## src/rtl/lock_bank_pkg.sv

```systemverilog
// Shared definitions for the lock bank.
// Assumes: operation codes are two bits wide and are fixed by the port contract.
package lock_bank_pkg;

    typedef enum logic [1:0] {
        OP_SET = 2'b00,
        OP_CLR = 2'b01,
        OP_GET = 2'b10,
        OP_TOG = 2'b11
    } lock_op_e;

endpackage

```

## src/rtl/lock_slot_rotor.sv

```systemverilog
// Rotating service-slot counter: names the one core allowed to touch the bank.
// Assumes: NUM_CORES >= 2; slot 0 is current in the first cycle after reset.
module lock_slot_rotor #(
    parameter int NUM_CORES = 16,
    localparam int SLOT_W   = $clog2(NUM_CORES)
) (
    input  logic              clk,
    input  logic              rst_n,
    output logic [SLOT_W-1:0] slot
);

    localparam logic [SLOT_W-1:0] LAST_SLOT = SLOT_W'(NUM_CORES - 1);

    // Advance one slot per clock, wrapping after the last core.
    always_ff @(posedge clk) begin
        if (!rst_n) begin
            slot <= '0;
        end else if (slot == LAST_SLOT) begin
            slot <= '0;
        end else begin
            slot <= slot + SLOT_W'(1);
        end
    end

    p_slot_step_r2: assert property (@(posedge clk) disable iff (!rst_n)
        rst_n |=> (slot == (($past(slot) == LAST_SLOT) ? '0 : $past(slot) + SLOT_W'(1))));

    p_slot_reset_r2: assert property (@(posedge clk)
        !rst_n |=> (slot == '0));

endmodule

```

## src/rtl/lock_req_hold.sv

```systemverilog
// Per-core request holder: keeps a request posted outside the core's slot
// and presents either the held request or the live one to the arbiter.
// Assumes: a core pulses req_valid for one cycle; pulses while pending are dropped.
module lock_req_hold
    import lock_bank_pkg::*;
#(
    parameter int ID_W = 4
) (
    input  logic            clk,
    input  logic            rst_n,
    input  logic            req_valid,
    input  logic [1:0]      req_op,
    input  logic [ID_W-1:0] req_id,
    input  logic            grant,
    output logic            pending,
    output logic            eff_valid,
    output logic [1:0]      eff_op,
    output logic [ID_W-1:0] eff_id
);

    lock_op_e        held_op;
    logic [ID_W-1:0] held_id;

    // Capture a fresh request when idle and not served now; release on grant.
    always_ff @(posedge clk) begin
        if (!rst_n) begin
            pending <= 1'b0;
            held_op <= OP_GET;
            held_id <= '0;
        end else if (grant) begin
            pending <= 1'b0;
        end else if (req_valid && !pending) begin
            pending <= 1'b1;
            held_op <= lock_op_e'(req_op);
            held_id <= req_id;
        end
    end

    // Held request takes priority; otherwise the live one may use this slot.
    always_comb begin
        eff_valid = pending | req_valid;
        eff_op    = pending ? held_op : req_op;
        eff_id    = pending ? held_id : req_id;
    end

    p_hold_until_slot_r7: assert property (@(posedge clk) disable iff (!rst_n)
        (pending && !grant) |=> pending);

    p_ignore_busy_r9: assert property (@(posedge clk) disable iff (!rst_n)
        (pending && !grant) |=> ($stable(held_op) && $stable(held_id)));

    p_release_on_grant_r7: assert property (@(posedge clk) disable iff (!rst_n)
        grant |=> !pending);

    p_reset_drop_r1: assert property (@(posedge clk)
        !rst_n |=> !pending);

endmodule

```

## src/rtl/lock_grant_mux.sv

```systemverilog
// Slot grant and request select: the core named by the slot is granted if it
// has an effective request, and its operation and lock number are forwarded.
// Assumes: the slot value is always below NUM_CORES.
module lock_grant_mux #(
    parameter int NUM_CORES = 16,
    parameter int ID_W      = 4,
    localparam int SLOT_W   = $clog2(NUM_CORES)
) (
    input  logic [SLOT_W-1:0]         slot,
    input  logic [NUM_CORES-1:0]      eff_valid,
    input  logic [NUM_CORES*2-1:0]    eff_op,
    input  logic [NUM_CORES*ID_W-1:0] eff_id,
    output logic [NUM_CORES-1:0]      grant,
    output logic                      do_op,
    output logic [1:0]                sel_op,
    output logic [ID_W-1:0]           sel_id
);

    // Decode the slot owner and pick its request fields.
    always_comb begin
        grant             = '0;
        grant[int'(slot)] = eff_valid[int'(slot)];
        do_op             = eff_valid[int'(slot)];
        sel_op            = eff_op[int'(slot)*2 +: 2];
        sel_id            = eff_id[int'(slot)*ID_W +: ID_W];
    end

endmodule

```

## src/rtl/lock_store.sv

```systemverilog
// Lock storage and operation engine: applies at most one operation per cycle
// and captures the addressed lock's prior value as the result bit.
// Assumes: do_op is asserted for at most one core's request per cycle.
module lock_store
    import lock_bank_pkg::*;
#(
    parameter int NUM_LOCKS = 16,
    localparam int ID_W     = $clog2(NUM_LOCKS)
) (
    input  logic                 clk,
    input  logic                 rst_n,
    input  logic                 do_op,
    input  logic [1:0]           op,
    input  logic [ID_W-1:0]      id,
    output logic [NUM_LOCKS-1:0] locks,
    output logic                 old_bit
);

    lock_op_e op_e;
    assign op_e = lock_op_e'(op);

    // Apply the granted operation and record the addressed lock's old value.
    always_ff @(posedge clk) begin
        if (!rst_n) begin
            locks   <= '0;
            old_bit <= 1'b0;
        end else if (do_op) begin
            old_bit <= locks[id];
            case (op_e)
                OP_SET:  locks[id] <= 1'b1;
                OP_CLR:  locks[id] <= 1'b0;
                OP_TOG:  locks[id] <= ~locks[id];
                default: locks[id] <= locks[id];
            endcase
        end
    end

    p_set_r3: assert property (@(posedge clk) disable iff (!rst_n)
        (do_op && op_e == OP_SET) |=> (locks[$past(id)] == 1'b1));

    p_clr_r4: assert property (@(posedge clk) disable iff (!rst_n)
        (do_op && op_e == OP_CLR) |=> (locks[$past(id)] == 1'b0));

    p_get_r5: assert property (@(posedge clk) disable iff (!rst_n)
        (do_op && op_e == OP_GET) |=> $stable(locks));

    p_tog_r6: assert property (@(posedge clk) disable iff (!rst_n)
        (do_op && op_e == OP_TOG) |=> (locks[$past(id)] != $past(locks[id])));

    p_old_value_r3: assert property (@(posedge clk) disable iff (!rst_n)
        do_op |=> (old_bit == $past(locks[id])));

    p_only_addressed_r10: assert property (@(posedge clk) disable iff (!rst_n)
        do_op |=> (((locks ^ $past(locks)) & ~(NUM_LOCKS'(1) << $past(id))) == '0));

    p_idle_stable_r10: assert property (@(posedge clk) disable iff (!rst_n)
        !do_op |=> $stable(locks));

    p_reset_clear_r1: assert property (@(posedge clk)
        !rst_n |=> (locks == '0));

endmodule

```

## src/rtl/lock_bank.sv

```systemverilog
// Slot-arbitrated hardware lock bank: NUM_CORES cores share NUM_LOCKS
// single-bit locks; each core may act only in its own rotating slot, which
// makes set/clear/get/toggle atomic. Results arrive one cycle after the slot.
// Assumes: NUM_CORES is a power of two (slot field fully used).
module lock_bank
    import lock_bank_pkg::*;
#(
    parameter int NUM_CORES = 16,
    parameter int NUM_LOCKS = 16,
    localparam int ID_W     = $clog2(NUM_LOCKS),
    localparam int SLOT_W   = $clog2(NUM_CORES)
) (
    input  logic                      clk,
    input  logic                      rst_n,
    input  logic [NUM_CORES-1:0]      req_valid,
    input  logic [NUM_CORES*2-1:0]    req_op,
    input  logic [NUM_CORES*ID_W-1:0] req_id,
    output logic [NUM_CORES-1:0]      busy,
    output logic [NUM_CORES-1:0]      rsp_valid,
    output logic                      rsp_bit,
    output logic [NUM_LOCKS-1:0]      lock_state
);

    logic [SLOT_W-1:0]         slot;
    logic [NUM_CORES-1:0]      grant;
    logic [NUM_CORES-1:0]      eff_valid;
    logic [NUM_CORES*2-1:0]    eff_op;
    logic [NUM_CORES*ID_W-1:0] eff_id;
    logic                      do_op;
    logic [1:0]                sel_op;
    logic [ID_W-1:0]           sel_id;

    lock_slot_rotor #(.NUM_CORES(NUM_CORES)) u_rotor (
        .clk   (clk),
        .rst_n (rst_n),
        .slot  (slot)
    );

    for (genvar c = 0; c < NUM_CORES; c++) begin : g_core
        lock_req_hold #(.ID_W(ID_W)) u_hold (
            .clk       (clk),
            .rst_n     (rst_n),
            .req_valid (req_valid[c]),
            .req_op    (req_op[c*2 +: 2]),
            .req_id    (req_id[c*ID_W +: ID_W]),
            .grant     (grant[c]),
            .pending   (busy[c]),
            .eff_valid (eff_valid[c]),
            .eff_op    (eff_op[c*2 +: 2]),
            .eff_id    (eff_id[c*ID_W +: ID_W])
        );
    end

    lock_grant_mux #(.NUM_CORES(NUM_CORES), .ID_W(ID_W)) u_mux (
        .slot      (slot),
        .eff_valid (eff_valid),
        .eff_op    (eff_op),
        .eff_id    (eff_id),
        .grant     (grant),
        .do_op     (do_op),
        .sel_op    (sel_op),
        .sel_id    (sel_id)
    );

    lock_store #(.NUM_LOCKS(NUM_LOCKS)) u_store (
        .clk     (clk),
        .rst_n   (rst_n),
        .do_op   (do_op),
        .op      (sel_op),
        .id      (sel_id),
        .locks   (lock_state),
        .old_bit (rsp_bit)
    );

    // Strobe the served core's response one cycle after its slot.
    always_ff @(posedge clk) begin
        if (!rst_n) begin
            rsp_valid <= '0;
        end else begin
            rsp_valid <= grant;
        end
    end

    p_rsp_onehot_r11: assert property (@(posedge clk) disable iff (!rst_n)
        $onehot0(rsp_valid));

    p_rsp_owner_r2: assert property (@(posedge clk) disable iff (!rst_n)
        (|grant) |-> grant[int'(slot)]);

    p_rsp_follows_slot_r8: assert property (@(posedge clk) disable iff (!rst_n)
        (|grant) |=> (rsp_valid == (NUM_CORES'(1) << $past(slot))));

    p_no_rsp_after_reset_r1: assert property (@(posedge clk)
        !rst_n |=> (rsp_valid == '0));

endmodule

```

## config.mk

```make
export PLATFORM = sky130hd
export DESIGN_NAME = lock_bank
export DESIGN_NICKNAME = d
export VERILOG_FILES = /design/src/rtl/lock_bank_pkg.sv /design/src/rtl/lock_slot_rotor.sv /design/src/rtl/lock_req_hold.sv /design/src/rtl/lock_grant_mux.sv /design/src/rtl/lock_store.sv /design/src/rtl/lock_bank.sv
export SDC_FILE = /design/constraint.sdc
export NUM_CORES = 1
export LEC_CHECK = 0
export ABC_AREA = 1
export BUFFER_PORTS_ARGS = -buffer_cell sky130_fd_sc_hd__buf_2
export CAP_MARGIN = 15
export CORE_MARGIN = 4
export CORE_UTILIZATION = 57
export CTS_CLUSTER_DIAMETER = 60
export CTS_CLUSTER_SIZE = 10
export DETAILED_ROUTE_END_ITERATION = 12
export GPL_TIMING_DRIVEN = 0
export PLACE_DENSITY_LB_ADDON = 0.25
export SLEW_MARGIN = 25
export SYNTH_ARGS = -nofsm -noshare
export SYNTH_HDL_FRONTEND = slang
export SYNTH_SLANG_ARGS = --single-unit
```

## constraint.sdc

```tcl
create_clock -name clk -period 3.48 [get_ports clk]
set_clock_uncertainty 0.1 [all_clocks]
set_input_delay 0.174 -clock clk [delete_from_list [all_inputs] [get_ports clk]]
set_output_delay 0.174 -clock clk [all_outputs]
set_load 0.02 [all_outputs]
```

# == Word level (Yosys, flattened, before mapping) ==
# Index checks and enable logic that the tools add are counted.
# word_totals
reg_bits,149
input_bits,114
out_inout_bits,49
elab_cells,211
# op_classes
addsub,1
magnitude_cmp,4
eq_ne,3
n_shift,2
mux,43
bitwise_logic,38
reduce_logical,68
# ops
op,n
4-bit two-way mux,16
64-bit by 7-bit variable part select with 4-bit output,1
16-bit one-hot mux with 3 select lines,1
2-bit OR reduction,17
16-bit AND,2
16-bit bitwise mux,2
2-bit two-way mux,16
2-bit AND reduction,16
32-bit by 6-bit variable part select with 2-bit output,1
1-bit logical AND,18
1-bit inverter,18
1-bit zero test,16
16-bit inverter,1
1-bit bitwise OR,16
16-bit bitwise OR,1
4-bit by 5-bit < comparator with 1-bit output (second input constant),2
1-bit binary-select mux with 4-bit select,2
1-bit demux with 4-bit select,2
4-bit by 1-bit >= comparator with 1-bit output (second input constant),2
4-bit by 1-bit adder with 4-bit output (second input constant),1
4-bit equality test (second input constant),1
1-bit two-way mux,4
2-bit by 1-bit equality test with 1-bit output (second input constant),1
2-bit equality test (second input constant),1
2-bit zero test,1

# == Depth between registers and ports, before layout ==
# Gate-level depths: netlist of run 1.
# logic_depth
word_depth,9
ltp_mapped,23
ltp_nobuf,21

# == Cells and area by module ==
# Synthesis of run 1 repeated with hierarchy kept, for this count alone.
# hier_totals
cells_unflattened,1694
area_unflattened_um2,9994.6
# by_module_without_submodules
module,instances,cells_per_inst,area_per_inst_um2,seq_area_each_um2
lock_req_hold,16,66,416.6,140.1
lock_store,1,283,1506.4,340.3
lock_grant_mux,1,287,1183.6,0.0
lock_bank,1,50,484.2,320.3
lock_slot_rotor,1,18,153.9,80.1

# == Worst setup path before layout of run 1 ==
# Ideal clock, no wire load.
# synth_timing
path_type,reg-to-reg
startpoint,register u_rotor.slot[0]
endpoint,register g_core[15].u_hold.held_id[0]
setup_ps,119
arrival_time_ps,2036
t_required_ps,3261
setup_slack_ps,1225
path_stages_with_launch,17
path_buffers,5
cell_sequence,dfxtp_1 > buf_6 > buf_4 > buf_6 > nand2_1 > nand3_1 > o211ai_1 > nand2_1 > nand4_1 > buf_4 > nand2_2 > nor2_1 > inv_1 > nand3_1 > buf_2 > o21ai_0 > a21oi_1
# synth_via
elab_chain_len,7
# synth_lines
item,line,text
from (decl),lock_slot_rotor.sv:9,output logic [SLOT_W-1:0] slot
from (signal assigned),lock_slot_rotor.sv:21,slot <= slot + SLOT_W'(1);
4-bit by 5-bit < comparator with 1-bit output (not written as such) / 4-bit by 1-bit >= comparator with 1-bit output (equally long branches),lock_grant_mux.sv:22,grant[int'(slot)] = eff_valid[int'(slot)];
1-bit logical AND (not written as such),lock_grant_mux.sv:22,
1-bit two-way mux (not written as such),lock_grant_mux.sv:22,
1-bit demux with 4-bit select,n/a,
16-bit AND (no source line) (*),n/a,
1-bit inverter (no source line) (*),n/a,
2-bit AND reduction (no source line) (*),n/a,
to (signal assigned),lock_req_hold.sv:35,held_id <= req_id;
to (decl),lock_req_hold.sv:22,logic [ID_W-1:0] held_id;
# Mark *: on every way between the ends. The rest lies on a longest branch, timed or not. The select of a mux whose other input is x is not followed.
# A chain may end at the register's enable or synchronous reset.

# == Worst setup path after layout of run 1 ==
# layout_timing
startpoint,register u_rotor.slot[1]
endpoint,register g_core[11].u_hold.held_op[1]
# layout_via
elab_chain_len,7
# layout_lines
item,line,text
4-bit by 5-bit < comparator with 1-bit output (not written as such) / 4-bit by 1-bit >= comparator with 1-bit output (equally long branches),lock_grant_mux.sv:22,
1-bit logical AND (not written as such),lock_grant_mux.sv:22,
1-bit two-way mux (not written as such),lock_grant_mux.sv:22,
1-bit demux with 4-bit select,n/a,
16-bit AND (no source line) (*),n/a,
1-bit inverter (no source line) (*),n/a,
2-bit AND reduction (no source line) (*),n/a,
to (signal assigned),lock_req_hold.sv:34,held_op <= lock_op_e'(req_op);
to (decl),lock_req_hold.sv:21,lock_op_e held_op;
# Marks and branches as above.

==> summary.txt, run 1 <==
Clocking
  • Htree depth: 4
  • TritonCTS sink count: between 100 and 150
  • Later-pin clock latency in the skew report: about 440 ps
  • CTS clk-pin slew, worst paths: ~60 ps
  • Clock Path Buffers: 2
  • CTS tree: yes
  • Clk root buf: clkbuf_16
  • Resized cells post-CTS: 0
  • Num CTS Buffers: 17

Timing
  • Fin. max-slew vios: 0
  • Max-Slew Margin vs Limit: 0.4448
  • Tightest Pin Transition: between 800 and 900 ps
  • Final Cycle Share: 0.9484
  • Hold Vio Cnt, Final: 0
  • Final setup fails: 0
  • Final TNS setup: 0 ps
  • Achievable Freq: roughly 300 MHz
  • RSZ-0062 raised after global routing: false
  • Worst Slack Setup Final: 179.7 ps
  • Tmin final: 3300 ps

Floorplan
  • Placeable Area: between 10000 and 15000 sq um
  • Die Wd: roughly 130 um
  • Row count: 43
  • I/O pins: approximately 160
  • Die height: ~130 um
  • DIE AREA: 16480 sq um
  • Starting Density: 0.5883

Routing
  • DR WL/cell: 18.77 um
  • Routed Antenna Nets: 0
  • Vias per Instance: roughly 6.0
  • DRT Pass-1 Iters: 6
  • Initial DRC count: 1506
  • WL final: between 30000 and 40000 um
  • Vias: roughly 10k
  • Remaining DRCs: 0

Finish
  • Final Util: 0.7857
  • Nets: approximately 1.7k
  • Layout cell share with drive strength beyond 1: 0.1878
  • P&R area growth vs syn: 33.55%

Setup path
  • Worst setup SP type: flop
  • Endpoint type of the worst setup path: flop
  • Top cell by count, worst path: buf_4
  • Crit path max-delay family: buffers and inverters
  • Worst path slowest cell: dlygate4sd3_1
  • CP arrival: between 3000 and 4000 ps
  • Crit path required time: roughly 3700 ps
  • CP Class: flop to flop
  • Worst Path Buf+Inv: 6
  • Crit Path Max Fanout: 10
  • Critical path, cell by cell: inv_2 -> buf_4 -> buf_4 -> nand3_1 -> o211ai_1 -> nand2_1 -> nand4_1 -> buf_4 -> nand2_2 -> nor2_1 -> inv_1 -> nand4_1 -> dlygate4sd3_1 -> nand3_1
  • Worst path max stage delay: ~570 ps

Logic synthesis
  • Post-synthesis cell count: roughly 1.3k
  • Mapped Nets: 1376
  • Synthesized area: about 8300 sq um
  • Largest family of logic cells by synthesized area: simple AND/OR/NAND/NOR gates
  • Warnings from Yosys: 0
  • #FFs+latches synth: roughly 150
  • Area leader, netlist: dfxtp_1
  • Post-synthesis adder-cell area fraction: 0.006058
  • Syn Area/Cell: between 6 and 7 sq um
  • Post-synth EDFFs: 0
  • Complex-gate fraction of the synthesized area: 0.2397
  • Post-synth top flop: dfxtp_1
  • Mux cell area share after synthesis: 0
  • Yosys top cell area share: 0.3610
  • Yosys cell types: 31
  • Post-Synth XOR/XNOR Area: 0
  • Simple-Gate Fraction of Synth Area: 0.2625
  • Area contributors post-synth: dfxtp_1, nand2_1, o21ai_0, a21oi_1, nor2_1
  • Count leader, synth: nand2_1
  • Sequential-to-total area share from yosys stat: 0.3610
  • Ys async rst share: 0
  • Synth top cells by count: nand2_1, nor2_1, dfxtp_1

Job
  • Maxcap violations: 0

GRT
  • Antenna violations before repair: 1
  • Grt total ovfl: 0
  • Vias in the first global route: between 9k and 10k
  • Largest net degree at the start of global routing: 17
  • GRT Overall Usage: 0.3874
  • First-pass GRT wire length: ~50000 um

Placement
  • Port Buf Inserts: 162
  • Post-DP HPWL: ~21000 um
  • GP Congestion: approximately 1.1
  • Place WS: 411.1 ps

Power and ir drop
  • Overall Power: between 0.005 and 0.006 W
  • Lkg Pwr: roughly 5.1 nW
  • PD cells: ~530 nW/um^2
  • Peak VDD IR: 0.0003397 V

Status
  • Outcome: complete, no violations

Min path
  • HP Class: primary input to flop
## worst paths after layout
check | start | endpoint | slack (ps) | depth (start not counted)
setup reg to reg | u_rotor.slot[1] | g_core[11].u_hold.held_op[1] | 180 | 14
setup / recovery | u_rotor.slot[1] | g_core[11].u_hold.held_op[1] | 180 | 14
hold / removal | req_valid[3] | g_core[3].u_hold.pending | 10 | 3
hold reg to reg | g_core[9].u_hold.held_id[0] | g_core[9].u_hold.held_id[0] | 350 | 2
## per-layer routing
layer / GRT usage / vias to the layer above / wire length [um]
li1: - / 4723 / -
met1: 0.4943 / 4606 / 11960
met2: 0.6025 / 894 / 14210
met3: 0.1104 / 196 / 4758
met4: 0.1910 / 0 / 1746
met5: 0 / - / 0
## logic make-up (layout without fill, tap and decap cells)
family	count (synthesis)	in the layout
buf+inv	237	539
other cells	0	1
simple gates	499	499
fa+ha+maj	4	4
compound gates	369	369
flops	149	149
## per-stage QoR
step,hold slack [ps],instance area (sq um),std cells
final,12.69,11030,1741
after global routing,39.17,11030,1741
after CTS,9.442,11040,1741
after detailed placement,293.3,9298,1600
after global placement,293.1,9298,1600
after floorplan,187.2,8262,1258
## worst reg2reg max path: cells and delay by family, from the launching register on
| kind | cells | cell delay [ps] |
|---|---|---|
| buf+inv | 6 | 1620 |
| flops | 1 | 420 |
| simple gates | 7 | 860 |
| compound gates | 1 | 150 |
## placed cells by master, fill, tap and decap left out, types with 4 or more instances in the layout
| cell | instances |
|---|---|
| nor3_1 | 12 |
| a21oi_1 | 142 |
| nor2_2 | 5 |
| buf_2 | 190 |
| nand2_1 | 206 |
| dlygate4sd3_1 | 110 |
| ha_1 | 4 |
| nand4_1 | 11 |
| buf_4 | 21 |
| o21ai_1 | 30 |
| clkbuf_16 | 17 |
| o22ai_1 | 6 |
| clkinv_4 | 4 |
| nor2_1 | 151 |
| clkbuf_1 | 20 |
| o211ai_1 | 40 |
| inv_2 | 17 |
| o21ai_0 | 144 |
| buf_6 | 10 |
| inv_1 | 141 |
| dfxtp_1 | 149 |
| nand3_1 | 95 |
| nand2_2 | 5 |
| bufinv_16 | 5 |
## what timing repair did
| item | CTS | global route |
|---|---|---|
| endpoints found under the hold margin | 104 | 0 |
| hold buffers | 110 | 0 |
| buffers inserted | 0 | 0 |
| endpoints found under the setup margin | 0 | 3 |
## area by class of cell
| cell class | count | area [sq um] |
|---|---|---|
| Antenna cell | 1 | 2.502 |
| Buffer | 78 | 481.7 |
| Clock buffer | 18 | 429.2 |
| Clock inverter | 13 | 207.7 |
| Fill cell | 1015 | 3009 |
| Inverter | 158 | 593.1 |
| Multi-Input combinational cell | 872 | 4199 |
| Sequential cell | 149 | 2983 |
| Tap cell | 180 | 225.2 |
| Timing Repair Buffer | 272 | 1912 |
## report_power, final
part / internal, W / leakage, nW / switching (W) / total (W)
combinational: 0.000631 / 3.57 / 0.00115 / 0.00178
clock: 0.00127 / 0.310 / 0.000769 / 0.00204
sequential: 0.00188 / 1.23 / 0.000119 / 0.00200
Power figures use the tool's default switching activity.
==> run 2: changes to the inputs <==
==> constraint.sdc (replaced) <==
create_clock -name clk -period 3.48 [get_ports clk]
set_clock_uncertainty 0.1 [all_clocks]
set_input_delay 0.348 -clock clk [delete_from_list [all_inputs] [get_ports clk]]
set_output_delay 0.348 -clock clk [all_outputs]
set_load 0.02 [all_outputs]
==> summary.txt, run 2 (synthesis gave the netlist of run 1 again) <==
Timing
  • Fin. max-slew vios: 0
  • Final setup fails: 0
  • Max-Slew Margin vs Limit: 0.5052
  • Worst Slack Setup Final: ~240 ps
  • Final Cycle Share: 0.9304
  • RSZ-0062 raised after global routing: false
  • Hold Vio Cnt, Final: 0
  • Achievable Freq: between 300 and 400 MHz
  • Worst-case hold slack: approximately 33 ps
  • Tmin final: between 3000 and 4000 ps
  • Final TNS setup: 0 ps
  • Tightest Pin Transition: around 740 ps

Finish
  • Final Util: 0.7075
  • Leading cell type in the layout, fill and taps excluded: nand2_1
  • Nets: approximately 1.6k
  • Most frequent cells in the layout: nand2_1, buf_2, nor2_1
  • Antenna Diode Count: 0
  • Layout cell share with drive strength beyond 1: 0.2026
  • P&R area growth vs syn: 20.25%
  • Non-Filler Cell Area, Final: between 9000 and 10000 sq um

Routing
  • Initial DRC count: ~1.3k
  • Vias per Instance: 5.856
  • Vias: ~9.6k
  • DR WL/cell: around 18 um
  • WL final: 28920 um
  • Remaining DRCs: 0
  • Routed Antenna Nets: 0
  • DRT Pass-1 Iters: 7

Power and ir drop
  • Peak VDD IR: between 0.0003 and 0.0004 V
  • PD cells: 570.5 nW/um^2
  • Lkg Pwr: 4.669 nW

Setup path
  • Critical path, cell by cell: inv_2 -> buf_4 -> buf_2 -> nand2_1 -> nand3_1 -> o211ai_1 -> nand2_1 -> nand4_1 -> buf_4 -> nand2_2 -> nor2_1 -> inv_1 -> nand3_1 -> buf_2 -> o21ai_0 -> a21oi_1
  • Worst path slowest cell: dfxtp_1
  • RR Startpoint: u_rotor.slot[0]
  • Flop2flop setup slack: roughly 240 ps
  • Crit path max-delay family: buffers and inverters
  • R2R depth: 16
  • RR Endpoint: g_core[11].u_hold.held_id[2]
  • Crit path required time: ~3700 ps
  • Crit Path Max Fanout: 11
  • Worst setup SP type: flop
  • CP arrival: between 3000 and 4000 ps
  • CP Class: flop to flop
  • Worst Path Buf+Inv: 6
  • Worst path max stage delay: 360 ps
  • Endpoint type of the worst setup path: flop

GRT
  • GR Util met3: 0.08178
  • Grt total ovfl: 0
  • GR peak layer: met2
  • Antenna violations before repair: 0
  • GR met1 Demand/Resource: 0.4773
  • GRT Overall Usage: 0.3392
  • Largest net degree at the start of global routing: 17
  • First-pass GRT wire length: roughly 44000 um
  • Met2 Use GR: 0.5020
  • Vias in the first global route: approximately 8.4k

Clocking
  • Num CTS Buffers: 17
  • CTS tree: yes
  • Resized cells post-CTS: 0
  • TritonCTS sink count: between 100 and 150
  • CTS clk-pin slew, worst paths: around 60 ps
  • Later-pin clock latency in the skew report: ~440 ps
  • Hold_buf cts: 0
  • Htree depth: 4
  • Clock Path Buffers: 2
  • Clk root buf: clkbuf_16
  • Post-CTS Setup Repair Bufs: 0

Min path
  • WHS Endpoint: g_core[3].u_hold.held_op[1]
  • Hold path startpoint: req_op[7]
  • Hold path cells: 3
  • HP Class: primary input to flop

Floorplan
  • DIE AREA: roughly 16000 sq um
  • Placeable Area: between 10000 and 15000 sq um
  • Row count: 43
  • Die Wd: ~130 um
  • I/O pins: between 150 and 200
  • Starting Density: 0.5883
  • Die height: roughly 130 um

Placement
  • Post-DP HPWL: slightly above 20000 um
  • Port Buf Inserts: 162
  • GP Congestion: ~1.1
  • Place WS: ~410 ps
  • Placed cell areas: ~9300 sq um

Job
  • Maxcap violations: 0

Status
  • Outcome: complete, no violations
==> run 2: metrics by stage <==
stage               cells  power (W)
global route         1631   0.005882
finish               1631   0.005667
CTS                  1631   0.005601
detailed placement   1600   0.003611
floorplan            1258   0.003109
global placement     1600   0.003582
==> run 2: metal layers <==
| layer | vias to the layer above | wire [um] |
|---|---|---|
| li1 | 4502 | - |
| met1 | 4217 | 11410 |
| met2 | 718 | 12190 |
| met3 | 114 | 4239 |
| met4 | 0 | 1089 |
| met5 | - | 0 |
==> run 2: power by group <==
group | switching, W | internal (W)
sequential | 0.000117 | 0.00188
clock | 0.000751 | 0.00127
combinational | 0.00110 | 0.000551
total | 0.00197 | 0.00370
==> run 2: final cells by class <==
class / count / area, sq um
Buffer: 79 / 486.7
Clock buffer: 18 / 429.2
Clock inverter: 13 / 207.7
Fill cell: 1215 / 4108
Inverter: 158 / 593.1
Multi-Input combinational cell: 872 / 4199
Sequential cell: 149 / 2983
Tap cell: 180 / 225.2
Timing Repair Buffer: 162 / 810.8
==> run 2: worst max-delay path by stage <==
stage | depth (start not counted) | slack, ps | start | to
after floorplan | 16 | 1230 | u_rotor.slot[0] | g_core[15].u_hold.held_id[0]
after global placement | 16 | 430 | u_rotor.slot[0] | g_core[11].u_hold.held_op[0]
after detailed placement | 16 | 410 | u_rotor.slot[0] | g_core[11].u_hold.held_op[0]
after CTS | 16 | 370 | u_rotor.slot[0] | g_core[11].u_hold.held_id[2]
after global routing | 16 | 110 | u_rotor.slot[0] | g_core[11].u_hold.held_id[2]
final | 16 | 240 | u_rotor.slot[0] | g_core[11].u_hold.held_id[2]
==> run 2: worst reg2reg max path: cells and delay by family (launching register included) <==
kind                   cells  cell delay (ps)
AO/OA/AOI/OAI              3              370
buffers and inverters      6             1450
flip-flops                 1              360
AND/OR/NAND/NOR            7              830
==> run 3: changes to the inputs <==
--- a/config.mk
+++ b/config.mk
@@ -8,8 +8,10 @@
 export ABC_AREA = 1
 export BUFFER_PORTS_ARGS = -buffer_cell sky130_fd_sc_hd__buf_2
 export CAP_MARGIN = 15
+export CELL_PAD_IN_SITES_DETAIL_PLACEMENT = 0
+export CELL_PAD_IN_SITES_GLOBAL_PLACEMENT = 1
 export CORE_MARGIN = 4
-export CORE_UTILIZATION = 57
+export CORE_UTILIZATION = 42
 export CTS_CLUSTER_DIAMETER = 60
 export CTS_CLUSTER_SIZE = 10
 export DETAILED_ROUTE_END_ITERATION = 12
==> summary.txt, run 3 (synthesis gave the netlist of run 1 again) <==
GRT
  • First-pass GRT wire length: 47040 um
  • Largest net degree at the start of global routing: 17
  • Grt total ovfl: 0
  • Antenna violations before repair: 1
  • Vias in the first global route: between 8k and 9k
  • GRT Overall Usage: 0.2772

Status
  • Outcome: complete, no violations

Finish
  • Layout cell share with drive strength beyond 1: 0.2033
  • P&R area growth vs syn: 20.60%
  • Non-Filler Cell Area, Final: 9963 sq um
  • Leading cell type in the layout, fill and taps excluded: nand2_1
  • Nets: 1557
  • Most frequent cells in the layout: nand2_1, buf_2, nor2_1
  • Layout filler cell count: between 2k and 2.5k

Floorplan
  • Starting Density: 0.4259
  • Die Wd: 148.3 um
  • Row count: 51
  • Placeable Area: 19400 sq um
  • I/O pins: about 160
  • DIE AREA: between 20000 and 25000 sq um
  • Die height: approximately 150 um

Setup path
  • Endpoint type of the worst setup path: flop
  • Crit path launch: u_rotor.slot[0]
  • Crit path required time: roughly 3800 ps
  • Worst path slowest cell: dfxtp_1
  • CP Class: flop to flop
  • Crit Path Max Fanout: 11
  • CP arrival: ~3600 ps
  • Worst path max stage delay: about 350 ps
  • RR Startpoint: u_rotor.slot[0]
  • Critical path, cell by cell: inv_2 -> buf_4 -> clkbuf_4 -> nand2_1 -> nand3_1 -> o211ai_1 -> nand2_1 -> nand4_1 -> nand2_1 -> nor2_1 -> inv_1 -> nand3_1 -> inv_1 -> o21ai_0 -> a21oi_1
  • Worst setup SP type: flop
  • Top cell by count, worst path: nand2_1

Timing
  • Worst Slack Setup Final: 198.6 ps
  • Final TNS setup: 0 ps
  • Tightest Pin Transition: a little over 800 ps
  • Worst-case hold slack: roughly 34 ps
  • Final Cycle Share: 0.9429
  • Tmin final: roughly 3300 ps
  • RSZ-0062 raised after global routing: false
  • Max-Slew Margin vs Limit: 0.4502
  • Hold Vio Cnt, Final: 0
  • Final setup fails: 0
  • Achievable Freq: about 300 MHz
  • Fin. max-slew vios: 0

Power and ir drop
  • Peak VDD IR: approximately 0.00034 V
  • Overall Power: around 0.0054 W
  • Lkg Pwr: 4.634 nW
  • PD cells: 545.1 nW/um^2

Placement
  • Post-DP HPWL: 23010 um
  • GP Congestion: 0.8991
  • Placed cell areas: ~9400 sq um
  • Place WS: 268.5 ps
  • Port Buf Inserts: between 150 and 200

Routing
  • DRT Pass-1 Iters: 5
  • WL final: roughly 30000 um
  • Routed Antenna Nets: 0
  • Vias: approximately 9.2k
  • Initial DRC count: 972
  • Remaining DRCs: 0
  • Vias per Instance: 5.356
  • DR WL/cell: between 15 and 20 um

Clocking
  • CTS tree: yes
  • Later-pin clock latency in the skew report: 440 ps
  • Clk root buf: clkbuf_16
  • Num CTS Buffers: 17
  • Post-CTS Setup Repair Bufs: 0
  • Hold_buf cts: 0
  • CTS clk-pin slew, worst paths: roughly 60 ps
  • TritonCTS sink count: around 150
  • Clock Path Buffers: 2
  • Htree depth: 4

Min path
  • HP Class: primary input to flop
  • Hold path startpoint: req_op[9]

Job
  • Maxcap violations: 0
==> run 3: power breakdown <==
group          switching [W]  internal, W
Sequential          0.000118      0.00188
Combinational        0.00112     0.000551
Clock               0.000771     0.000997
Total                0.00201      0.00343
==> run 3: timing repair <==
| action | 4_1_cts | 5_1_grt |
|---|---|---|
| setup endpoints to repair | 0 | 3 |
| gates resized for setup | 0 | 2 |
| hold endpoints to repair | 0 | 0 |
==> run 3: worst max-delay path: cells and delay by family (launching register included) <==
kind                   cells  cell delay (ps)
flip-flops                 1              350
buffers and inverters      5             1180
AO/OA/AOI/OAI              3              350
AND/OR/NAND/NOR            7             1230
==> run 3: area by class of cell <==
| type | count | area [sq um] | area share |
|---|---|---|---|
| Inverter | 158 | 593.1 | 0.05953 |
| Multi-Input combinational cell | 872 | 4202 | 0.4217 |
| Clock buffer | 19 | 442.9 | 0.04446 |
| Buffer | 79 | 489.2 | 0.04910 |
| Tap cell | 265 | 331.6 | 0.03328 |
| Timing Repair Buffer | 162 | 810.8 | 0.08138 |
| Clock inverter | 12 | 106.4 | 0.01067 |
| Antenna cell | 2 | 5.005 | 0.0005023 |
| Sequential cell | 149 | 2983 | 0.2994 |
==> run 3: layer usage <==
metal	vias up	GRT usage	routed length (um)
met5	-	0	0
met4	0	0.07898	532
met3	42	0.04845	2856
met2	432	0.4154	13110
met1	4223	0.4096	14420
li1	4504	-	-
==> run 3: final timing paths <==
check / slack (ps) / cells after the start / endpoint
setup reg to reg: 200 / 15 / g_core[5].u_hold.held_id[0]
hold reg to reg: 350 / 2 / g_core[11].u_hold.held_op[0]
setup / recovery: 200 / 15 / g_core[5].u_hold.held_id[0]
hold / removal: 30 / 3 / g_core[4].u_hold.held_op[1]
==> run 3: per-stage QoR <==
step	util	std cells
5_1_grt	0.5135	1717
3_3_place_gp	0.4848	1685
4_1_cts	0.5131	1716
2_1_floorplan	-	1258
3_5_place_dp	0.4848	1685
6_report	0.5136	1718
